**src/rtl/fw_pkg.sv**
```systemverilog
package fw_pkg;

  typedef enum logic [1:0] {
    ST_IDLE = 2'd0,
    ST_POP  = 2'd1,
    ST_REQ  = 2'd2,
    ST_WAIT = 2'd3
  } fwState_t;

  typedef struct packed {
    logic pop;
    logic rdSel;
    logic wrDone;
    logic rdDone;
  } fwStrobe_t;

endpackage

```
**src/rtl/weaverCtl.sv**
```systemverilog
module weaverCtl
  import fw_pkg::*;
(
  input  logic      clk,
  input  logic      rstN,
  input  logic      capEmpty,
  input  logic      dispAlmostFull,
  input  logic      frameDone,
  input  logic      memDone,
  output logic      capRd,
  output logic      memWr,
  output logic      memRd,
  output fwStrobe_t stb
);

  fwState_t state, stateNext;
  logic     isRead, isReadNext;
  logic     active;

  always_comb begin
    stateNext  = state;
    isReadNext = isRead;
    unique case (state)
      ST_IDLE: begin
        if (!capEmpty) begin
          stateNext  = ST_POP;
          isReadNext = 1'b0;
        end else if (frameDone && !dispAlmostFull) begin
          stateNext  = ST_REQ;
          isReadNext = 1'b1;
        end
      end
      ST_POP:  stateNext = ST_REQ;
      ST_REQ:  stateNext = memDone ? ST_IDLE : ST_WAIT;
      ST_WAIT: if (memDone) stateNext = ST_IDLE;
      default: stateNext = ST_IDLE;
    endcase
  end

  always_ff @(posedge clk) begin
    if (!rstN) begin
      state  <= ST_IDLE;
      isRead <= 1'b0;
    end else begin
      state  <= stateNext;
      isRead <= isReadNext;
    end
  end

  assign active     = (state == ST_REQ) || (state == ST_WAIT);
  assign capRd      = (state == ST_POP);
  assign memWr      = active && !isRead;
  assign memRd      = active && isRead;
  assign stb.pop    = capRd;
  assign stb.rdSel  = isRead;
  assign stb.wrDone = memWr && memDone;
  assign stb.rdDone = memRd && memDone;


  pop_exclusive_chk: assert property (@(posedge clk) disable iff (!rstN)
    capRd |-> !memWr && !memRd && !$past(capRd));


  write_first_chk: assert property (@(posedge clk) disable iff (!rstN)
    (state == ST_IDLE && !capEmpty) |=> capRd);


  read_gate_chk: assert property (@(posedge clk) disable iff (!rstN)
    $rose(memRd) |-> frameDone && !$past(dispAlmostFull));


  hold_until_done_chk: assert property (@(posedge clk) disable iff (!rstN)
    ((memWr || memRd) && !memDone) |=> (memWr == $past(memWr)) && (memRd == $past(memRd)) && (memWr || memRd));


  drop_after_done_chk: assert property (@(posedge clk) disable iff (!rstN)
    ((memWr || memRd) && memDone) |=> !memWr && !memRd);

endmodule

```
**src/rtl/weaverDp.sv**
```systemverilog
module weaverDp
  import fw_pkg::*;
#(
  parameter int DATA_W          = 16,
  parameter int LINE_WORDS      = 8,
  parameter int LINES_PER_FIELD = 4,
  parameter int ADDR_W          = $clog2(2 * LINES_PER_FIELD * LINE_WORDS)
) (
  input  logic              clk,
  input  logic              rstN,
  input  fwStrobe_t         stb,
  input  logic [DATA_W-1:0] capData,
  input  logic              capSol,
  input  logic              capField,
  input  logic [DATA_W-1:0] memRdData,
  output logic [ADDR_W-1:0] memAddr,
  output logic [DATA_W-1:0] memWrData,
  output logic              dispWr,
  output logic [DATA_W-1:0] dispData,
  output logic              frameDone
);

  localparam int FRAME_WORDS = 2 * LINES_PER_FIELD * LINE_WORDS;
  localparam int COL_W       = (LINE_WORDS > 1) ? $clog2(LINE_WORDS) : 1;
  localparam int LINE_W      = (LINES_PER_FIELD > 1) ? $clog2(LINES_PER_FIELD) : 1;

  logic [COL_W-1:0]  colCnt;
  logic [LINE_W-1:0] lineCnt;
  logic              curField, haveField;
  logic [DATA_W-1:0] wordReg;
  logic [ADDR_W-1:0] rdPtr, wrAddr;
  logic [LINE_W:0]   rowIdx;
  logic              lastWord;

  // Capture word and advance line/column position on each pop.
  always_ff @(posedge clk) begin
    if (!rstN) begin
      colCnt    <= '0;
      lineCnt   <= '0;
      curField  <= 1'b0;
      haveField <= 1'b0;
      wordReg   <= '0;
    end else if (stb.pop) begin
      wordReg <= capData;
      if (capSol) begin
        colCnt    <= '0;
        curField  <= capField;
        haveField <= 1'b1;
        if (!haveField || capField != curField) lineCnt <= '0;
        else                                    lineCnt <= lineCnt + 1'b1;
      end else begin
        colCnt <= colCnt + 1'b1;
      end
    end
  end

  assign rowIdx   = {lineCnt, curField};
  assign wrAddr   = ADDR_W'(rowIdx) * ADDR_W'(LINE_WORDS) + ADDR_W'(colCnt);
  assign lastWord = curField && (lineCnt == LINE_W'(LINES_PER_FIELD - 1))
                    && (colCnt == COL_W'(LINE_WORDS - 1));

  always_ff @(posedge clk) begin
    if (!rstN)                         frameDone <= 1'b0;
    else if (stb.wrDone && lastWord)   frameDone <= 1'b1;
  end

  always_ff @(posedge clk) begin
    if (!rstN) rdPtr <= '0;
    else if (stb.rdDone)
      rdPtr <= (rdPtr == ADDR_W'(FRAME_WORDS - 1)) ? '0 : rdPtr + 1'b1;
  end

  assign memAddr   = stb.rdSel ? rdPtr : wrAddr;
  assign memWrData = wordReg;
  assign dispWr    = stb.rdDone;
  assign dispData  = memRdData;


  read_wrap_chk: assert property (@(posedge clk) disable iff (!rstN)
    (stb.rdDone && rdPtr == ADDR_W'(FRAME_WORDS - 1)) |=> rdPtr == '0);


  frame_sticky_chk: assert property (@(posedge clk) disable iff (!rstN)
    $past(frameDone) |-> frameDone);


  frame_cause_chk: assert property (@(posedge clk) disable iff (!rstN)
    $rose(frameDone) |-> $past(stb.wrDone));


  addr_stable_chk: assert property (@(posedge clk) disable iff (!rstN)
    ((stb.wrDone == 1'b0) && (stb.rdDone == 1'b0) && !stb.pop && $past(stb.pop) == 1'b0
      && $past(stb.wrDone) == 1'b0 && $past(stb.rdDone) == 1'b0 && stb.rdSel == $past(stb.rdSel)
      && !stb.rdSel) |-> $stable(memWrData));

endmodule

```
**src/rtl/fieldWeaver.sv**
```systemverilog
module fieldWeaver
  import fw_pkg::*;
#(
  parameter int DATA_W          = 16,
  parameter int LINE_WORDS      = 8,
  parameter int LINES_PER_FIELD = 4,
  parameter int ADDR_W          = $clog2(2 * LINES_PER_FIELD * LINE_WORDS)
) (
  input  logic              clk,
  input  logic              rstN,
  input  logic              capEmpty,
  input  logic [DATA_W-1:0] capData,
  input  logic              capSol,
  input  logic              capField,
  output logic              capRd,
  output logic [ADDR_W-1:0] memAddr,
  output logic [DATA_W-1:0] memWrData,
  output logic              memWr,
  output logic              memRd,
  input  logic              memDone,
  input  logic [DATA_W-1:0] memRdData,
  input  logic              dispAlmostFull,
  output logic              dispWr,
  output logic [DATA_W-1:0] dispData,
  output logic              frameDone
);

  fwStrobe_t stb;

  weaverCtl i_ctl (
    .clk            (clk),
    .rstN           (rstN),
    .capEmpty       (capEmpty),
    .dispAlmostFull (dispAlmostFull),
    .frameDone      (frameDone),
    .memDone        (memDone),
    .capRd          (capRd),
    .memWr          (memWr),
    .memRd          (memRd),
    .stb            (stb)
  );

  weaverDp #(
    .DATA_W          (DATA_W),
    .LINE_WORDS      (LINE_WORDS),
    .LINES_PER_FIELD (LINES_PER_FIELD),
    .ADDR_W          (ADDR_W)
  ) i_dp (
    .clk       (clk),
    .rstN      (rstN),
    .stb       (stb),
    .capData   (capData),
    .capSol    (capSol),
    .capField  (capField),
    .memRdData (memRdData),
    .memAddr   (memAddr),
    .memWrData (memWrData),
    .dispWr    (dispWr),
    .dispData  (dispData),
    .frameDone (frameDone)
  );


  disp_push_chk: assert property (@(posedge clk) disable iff (!rstN)
    dispWr |-> memRd && memDone);

endmodule

```
**config.mk**
```make
export PLATFORM = sky130hd
export DESIGN_NAME = fieldWeaver
export DESIGN_NICKNAME = d
export VERILOG_FILES = /design/src/rtl/fw_pkg.sv /design/src/rtl/weaverCtl.sv /design/src/rtl/weaverDp.sv /design/src/rtl/fieldWeaver.sv
export SDC_FILE = /design/constraint.sdc
export NUM_CORES = 1
export LEC_CHECK = 0
export BUFFER_PORTS_ARGS = -buffer_cell sky130_fd_sc_hd__buf_2
export CAP_MARGIN = 20
export CORE_ASPECT_RATIO = 0.9
export CORE_MARGIN = 2
export CORE_UTILIZATION = 50
export CTS_BUF_LIST = sky130_fd_sc_hd__clkbuf_4 sky130_fd_sc_hd__clkbuf_8
export DETAILED_ROUTE_END_ITERATION = 12
export GPL_TIMING_DRIVEN = 0
export PLACE_DENSITY = 0.87
export REMOVE_ABC_BUFFERS = 1
export SYNTH_ARGS = -nofsm -noshare
export SYNTH_HDL_FRONTEND = slang
export SYNTH_SLANG_ARGS = --single-unit
```
**constraint.sdc**
```tcl
create_clock -name clk -period 1.9 [get_ports clk]
set_input_delay 0.19 -clock clk [delete_from_list [all_inputs] [get_ports clk]]
set_output_delay 0.19 -clock clk [all_outputs]
set_load 0.1 [all_outputs]
```
### Word level (Yosys, flattened, before mapping)

Cells that the tools add are included.

* logic and storage cells: 51
* bits of input ports: 39
* register bits after elaboration: 33

* reduce and logical (&&, ||, !) cells: 17
* mux-type cells: 11
* equality and inequality tests: 10
* add/sub/neg operators: 4

Operator list (number)
* 6-bit 2-to-1 mux: 2
* 2-bit 2-to-1 mux: 5
* 1-bit logical AND: 8
* 2-bit one-hot mux with 4 select lines: 1
* 6-bit by 1-bit adder with 6-bit output, second input constant: 1
* 6-bit by 3-bit adder with 6-bit output: 1
* 2-bit equality test, second input constant: 3
* 6-bit equality test, second input constant: 1
* 2-bit AND reduction: 3
* 3-bit by 1-bit adder with 3-bit output, second input constant: 1
* 3-bit equality test, second input constant: 1
* 1-bit zero test: 3
* 3-bit 2-to-1 mux: 1
* 3-bit by 2-bit inequality test with 1-bit output, second input constant: 1
* 2-bit by 1-bit adder with 2-bit output, second input constant: 1
* 2-bit by 1-bit equality test with 1-bit output, second input constant: 1
* 2-bit zero test: 1
* 1-bit logical OR: 2
* 1-bit 2-to-1 mux: 2
* 2-bit by 1-bit inequality test with 1-bit output, second input constant: 1
* 2-bit inequality test, second input constant: 1
* 1-bit inequality test: 1

### Longest topological paths before layout

* depth in word-level cells: 5
* depth in mapped cells: 6

### Modules after synthesis

From an unflattened synthesis, not the netlist that was laid out.

* cells, all modules: 163
* area, all modules: 1600.3 sq um

Modules (own cells, without submodules)
* weaverDp: cells each 143, sequential area each 600.6 sq um, times used 1, area each 1431.4 sq um
* weaverCtl: cells each 20, sequential area each 60.1 sq um, times used 1, area each 168.9 sq um

### Worst setup path after synthesis

Ideal clock, no wire load.

* kind: flip-flop to flip-flop
* start: reg i_ctl.isRead
* end: reg i_dp.frameDone
* data arrival time: 2157 ps
* library setup time: 69 ps
* buffers on the path: 1
* cell stages (with the launch flop): 5
* path slack: -326 ps
* cell sequence: dfxtp_1 -> buf_2 -> nor2b_1 -> a21oi_1 -> nor2b_1

* word-level cells in the longest chain between the ends: 4

RTL lines
* start, declared: line weaverCtl.sv:17 `logic isRead, isReadNext;`
* start signal, assigned: line weaverCtl.sv:46 `isRead <= isReadNext;`
* 1-bit zero test: line weaverCtl.sv:52 `assign memWr = active && !isRead;`
* 1-bit logical AND: line weaverCtl.sv:52
* named net memWr: line fieldWeaver.sv:18 `output logic memWr,`
* 1-bit logical AND: line weaverCtl.sv:56 `assign stb.wrDone = memWr && memDone;`
* 1-bit logical AND: line weaverDp.sv:64 `else if (stb.wrDone && lastWord) frameDone <= 1'b1;`
* end signal, assigned: line weaverDp.sv:63 `if (!rstN) frameDone <= 1'b0;`
* end signal, assigned: line weaverDp.sv:64
* end, declared: line weaverDp.sv:20 `output logic frameDone`

The timed path passes the listed nets, and every way through them passes these cells.
A chain may end at the register's enable or synchronous reset.

### Worst setup path in the final report

* start: reg i_ctl.state[1]
* end: out capRd

* word-level cells in the longest chain between the ends: 1

RTL lines
* start, declared: line weaverCtl.sv:16 `fwState_t state, stateNext;`
* start signal, assigned: line weaverCtl.sv:45 `state <= stateNext;`
* 2-bit by 1-bit equality test with 1-bit output: line weaverCtl.sv:51 `assign capRd = (state == ST_POP);`
* end, declared: line fieldWeaver.sv:15 `output logic capRd,`

Every way passes these cells.

==> results.md <==
- 40.6% — register area share after synthesis
- 8.89 um2 — Avg Synthesized Cell Area
- 5 — Inserted Clock Buffers
- 82 — I/O Pins
- 9.51% — met3 demand-to-capacity share in global routing
- 0.00309 mm2 — area inside the core boundary
- 28.9% — met2 Use GR
- met2 — Most Crowded Layer GR
- 0 — initial antenna violation count
- 0 — post-CTS setup buffer count
- 5.08 — via-per-instance ratio
- 13.3 um — wire length per cell after detailed routing
- 0.809 — Final Wtd Congestion
- 499 uW — Net Switching
- 0 — final max-slew violation count
- 0 — Post-synth EDFFs
- 0 — number of max-capacitance violations reported
- 50.0% — proportion of power drawn by flip-flops and latches
- 23.9% — GRT met1 Usage
- 23 — largest fanout on the critical path
- 572 MHz — fmax
- 0.00373 mm2 — Total Die Area
- 320 ps — clock latency at the later pin of the worst-skew pair
- 11.9% — area growth from synthesis to final layout
- 5530 um — wire length of the first global-routing pass
- 19 — row count
- 3390 um — total wirelength of the detailed-routed design
- 92.0% — fin crit share
- 0 — antenna violation net count after detailed routing
- 19.8% — GR Util All Layers
- 256 — Nets
- 1229 — number of global-route vias before repair
- 1560 ps — WP data arrival
- 33.3% — share of cells above drive strength 1
- 248 — number of placed cells counting well taps
- 27.1% — Clock Power Share
- dfxtp_1 — Synth Flop Type
- in2reg — Hold/Removal Path Class
- 255 — Final Non-Filler Cells
- 33 — clock sink count
- done — TritonCTS clock tree
- 0.00163 mm2 — cell area after synthesis
- 1710 ps — required time at the worst-slack endpoint
- 33 — register bit count reported by yosys
- 0 — hold-fix buffers at CTS
- 0 — Synth warnings
- 35 — largest net degree at the start of global routing
- 0 — total DRC errors in the routed layout
- 40 — count of cell types in the netlist
- 22.9% — share of total power in combinational logic
- 0.815 nW — leakage power
- 31 — violation count after the first detailed-routing iteration
- primary output — type of destination of the critical path
- 498 ps — slew at the pin with the worst max-slew slack
- 2520 um — dpl hpwl
- 2 — H-Tree Level Count
- register — element type at the critical path start
- 980 uW — cell-internal power
- 66.8% — max_slew headroom
- 4 — TritonRoute pass-1 iters
- 0.000447 V — worst vdd rail ir drop
- 183 — gate count after technology mapping
- 1.48 mW — post-route total power
- 33.7% — switching portion of total power
- 90 ps — Clock transition at path regs
- 58.1 um — vertical die dimension
- 812 mW/mm2 — cell area power density
- 52.6% — effective utilization at floorplan
- false — unrepaired setup endpoints after global routing
- 1296 — vias post-DR
- 64.1 um — width of the chip
- 1750 ps — Min Clock Period, post-route
- 2 — Max Buffers Root-to-Sink
- 49 — # port buffers
- 0 — number of antenna repair diodes
- 0 — final number of hold-violating endpoints
- 0 — global route total overflow
- reg2out — critical path type
- clkbuf_4 — clock root buffer master
- 4.84 ps — Worst Skew
- 0 — setup violation total in the final timing report
- 0 ps — Fin Setup TNS
- 0% — fraction of registers with async set or reset after synthesis
- finished clean — run status
==> final timing paths <==
path | slack (ps) | to | startpoint | cells past startpoint
setup / recovery | 150 | capRd | i_ctl.state[1]$_SDFFE_PN0P_ | 3
hold / removal | 100 | i_dp.memWrData[9]$_SDFFE_PN0P_ | capData[9] | 3
hold reg to reg | 460 | i_dp.haveField$_SDFFE_PN0P_ | i_dp.haveField$_SDFFE_PN0P_ | 2
setup reg to reg | 520 | i_dp.lineCnt[0]$_SDFFE_PN0P_ | i_ctl.state[1]$_SDFFE_PN0P_ | 4
==> layout by cell type (no fill, tap or decap), drive strengths merged, types with 4 or more instances in the layout <==
master / netlist / layout
a21oi: 4 / 4
buf: 23 / 49
inv: 5 / 5
mux2: 6 / 6
and2: 4 / 4
clkbuf: 3 / 7
nand2: 39 / 39
ha: 4 / 4
a21boi: 20 / 20
nor2b: 5 / 5
dfxtp: 33 / 33
==> flip-flops by register name, summed over array words and instances (netlist names) <==
signal / count
i_dp.frameDone: 1
i_dp.rdPtr: 6
i_dp.lineCnt: 2
i_ctl.state: 2
i_dp.colCnt: 3
i_dp.memWrData: 16
i_ctl.isRead: 1
i_dp.haveField: 1
i_dp.curField: 1
==> cell type report <==
type	instances	area, um2
timing repair buffer	49	248
inverter	5	21.3
tap	42	52.6
clock buffer	7	58.8
fill	315	1270
sequential	33	663
multi-input combinational	119	777
==> logic make-up after synthesis <==
kind of cell	after synthesis	synth area share, %
muxes	9	6.00
xor gates and xnor gates	3	1.62
and+or+nand+nor	70	22.0
AOI/OAI and AO/OA	33	14.6
adders and majority gates	4	3.08
buffers and inverters	31	12.1
DFF	33	40.6
==> critical path, stage by stage (launching register included) <==
cell and delay (ps):
dfxtp_2 390, nand2b_4 260, inv_4 240, buf_4 340
==> cell usage after synthesis (2+ instances only) <==
library cell / number / share of area [%]
nand2_1: 39 / 9.0
dfxtp_1: 33 / 41
buf_4: 18 / 8.3
a21boi_0: 16 / 7.4
mux2_2: 6 / 4.2
nor2b_1: 5 / 1.9
a21boi_1: 4 / 1.8
a21oi_1: 4 / 1.2
and2_1: 4 / 1.5
buf_2: 4 / 1.2
ha_1: 4 / 3.1
inv_1: 4 / 0.92
clkbuf_1: 3 / 0.69
mux2i_1: 3 / 1.8
nand3_1: 3 / 0.92
nand3b_1: 3 / 1.4
nor2_1: 3 / 0.69
xnor2_1: 3 / 1.6
nand2b_1: 2 / 0.77
nand4_1: 2 / 0.77
==> per-layer routing <==
layer,vias up,wire (um)
met1,578,1540
met4,2,70
met2,46,1460
met5,-,41
li1,659,-
met3,11,272
==> metrics by stage <==
step                      util (%)  worst slack [ps]  area, um2  hold slack, ps
after floorplan                  -              -338       1450             306
after global placement        56.5              -245       1750             381
after detailed placement      56.5              -240       1750             381
after CTS                     58.9              47.7       1820            90.7
after global routing          58.9              39.1       1820            99.6
final                         58.9               151       1820            98.6
==> repair_timing <==
action                                  in CTS  in global routing
endpoints found under the setup margin      12                  1
resized for setup                            5                  1
pin swaps                                    0                  0
==> power by group through the flow <==
stage | registers, mW | logic [mW] | clock network [mW]
2_1_floorplan | 0.896 | 0.118 | 0
3_5_place_dp | 0.755 | 0.336 | 0
5_1_grt | 0.744 | 0.358 | 0.443
4_1_cts | 0.740 | 0.341 | 0.412
3_3_place_gp | 0.754 | 0.332 | 0
6_report | 0.740 | 0.338 | 0.400
No activity file was read; power rests on OpenSTA's default activity.
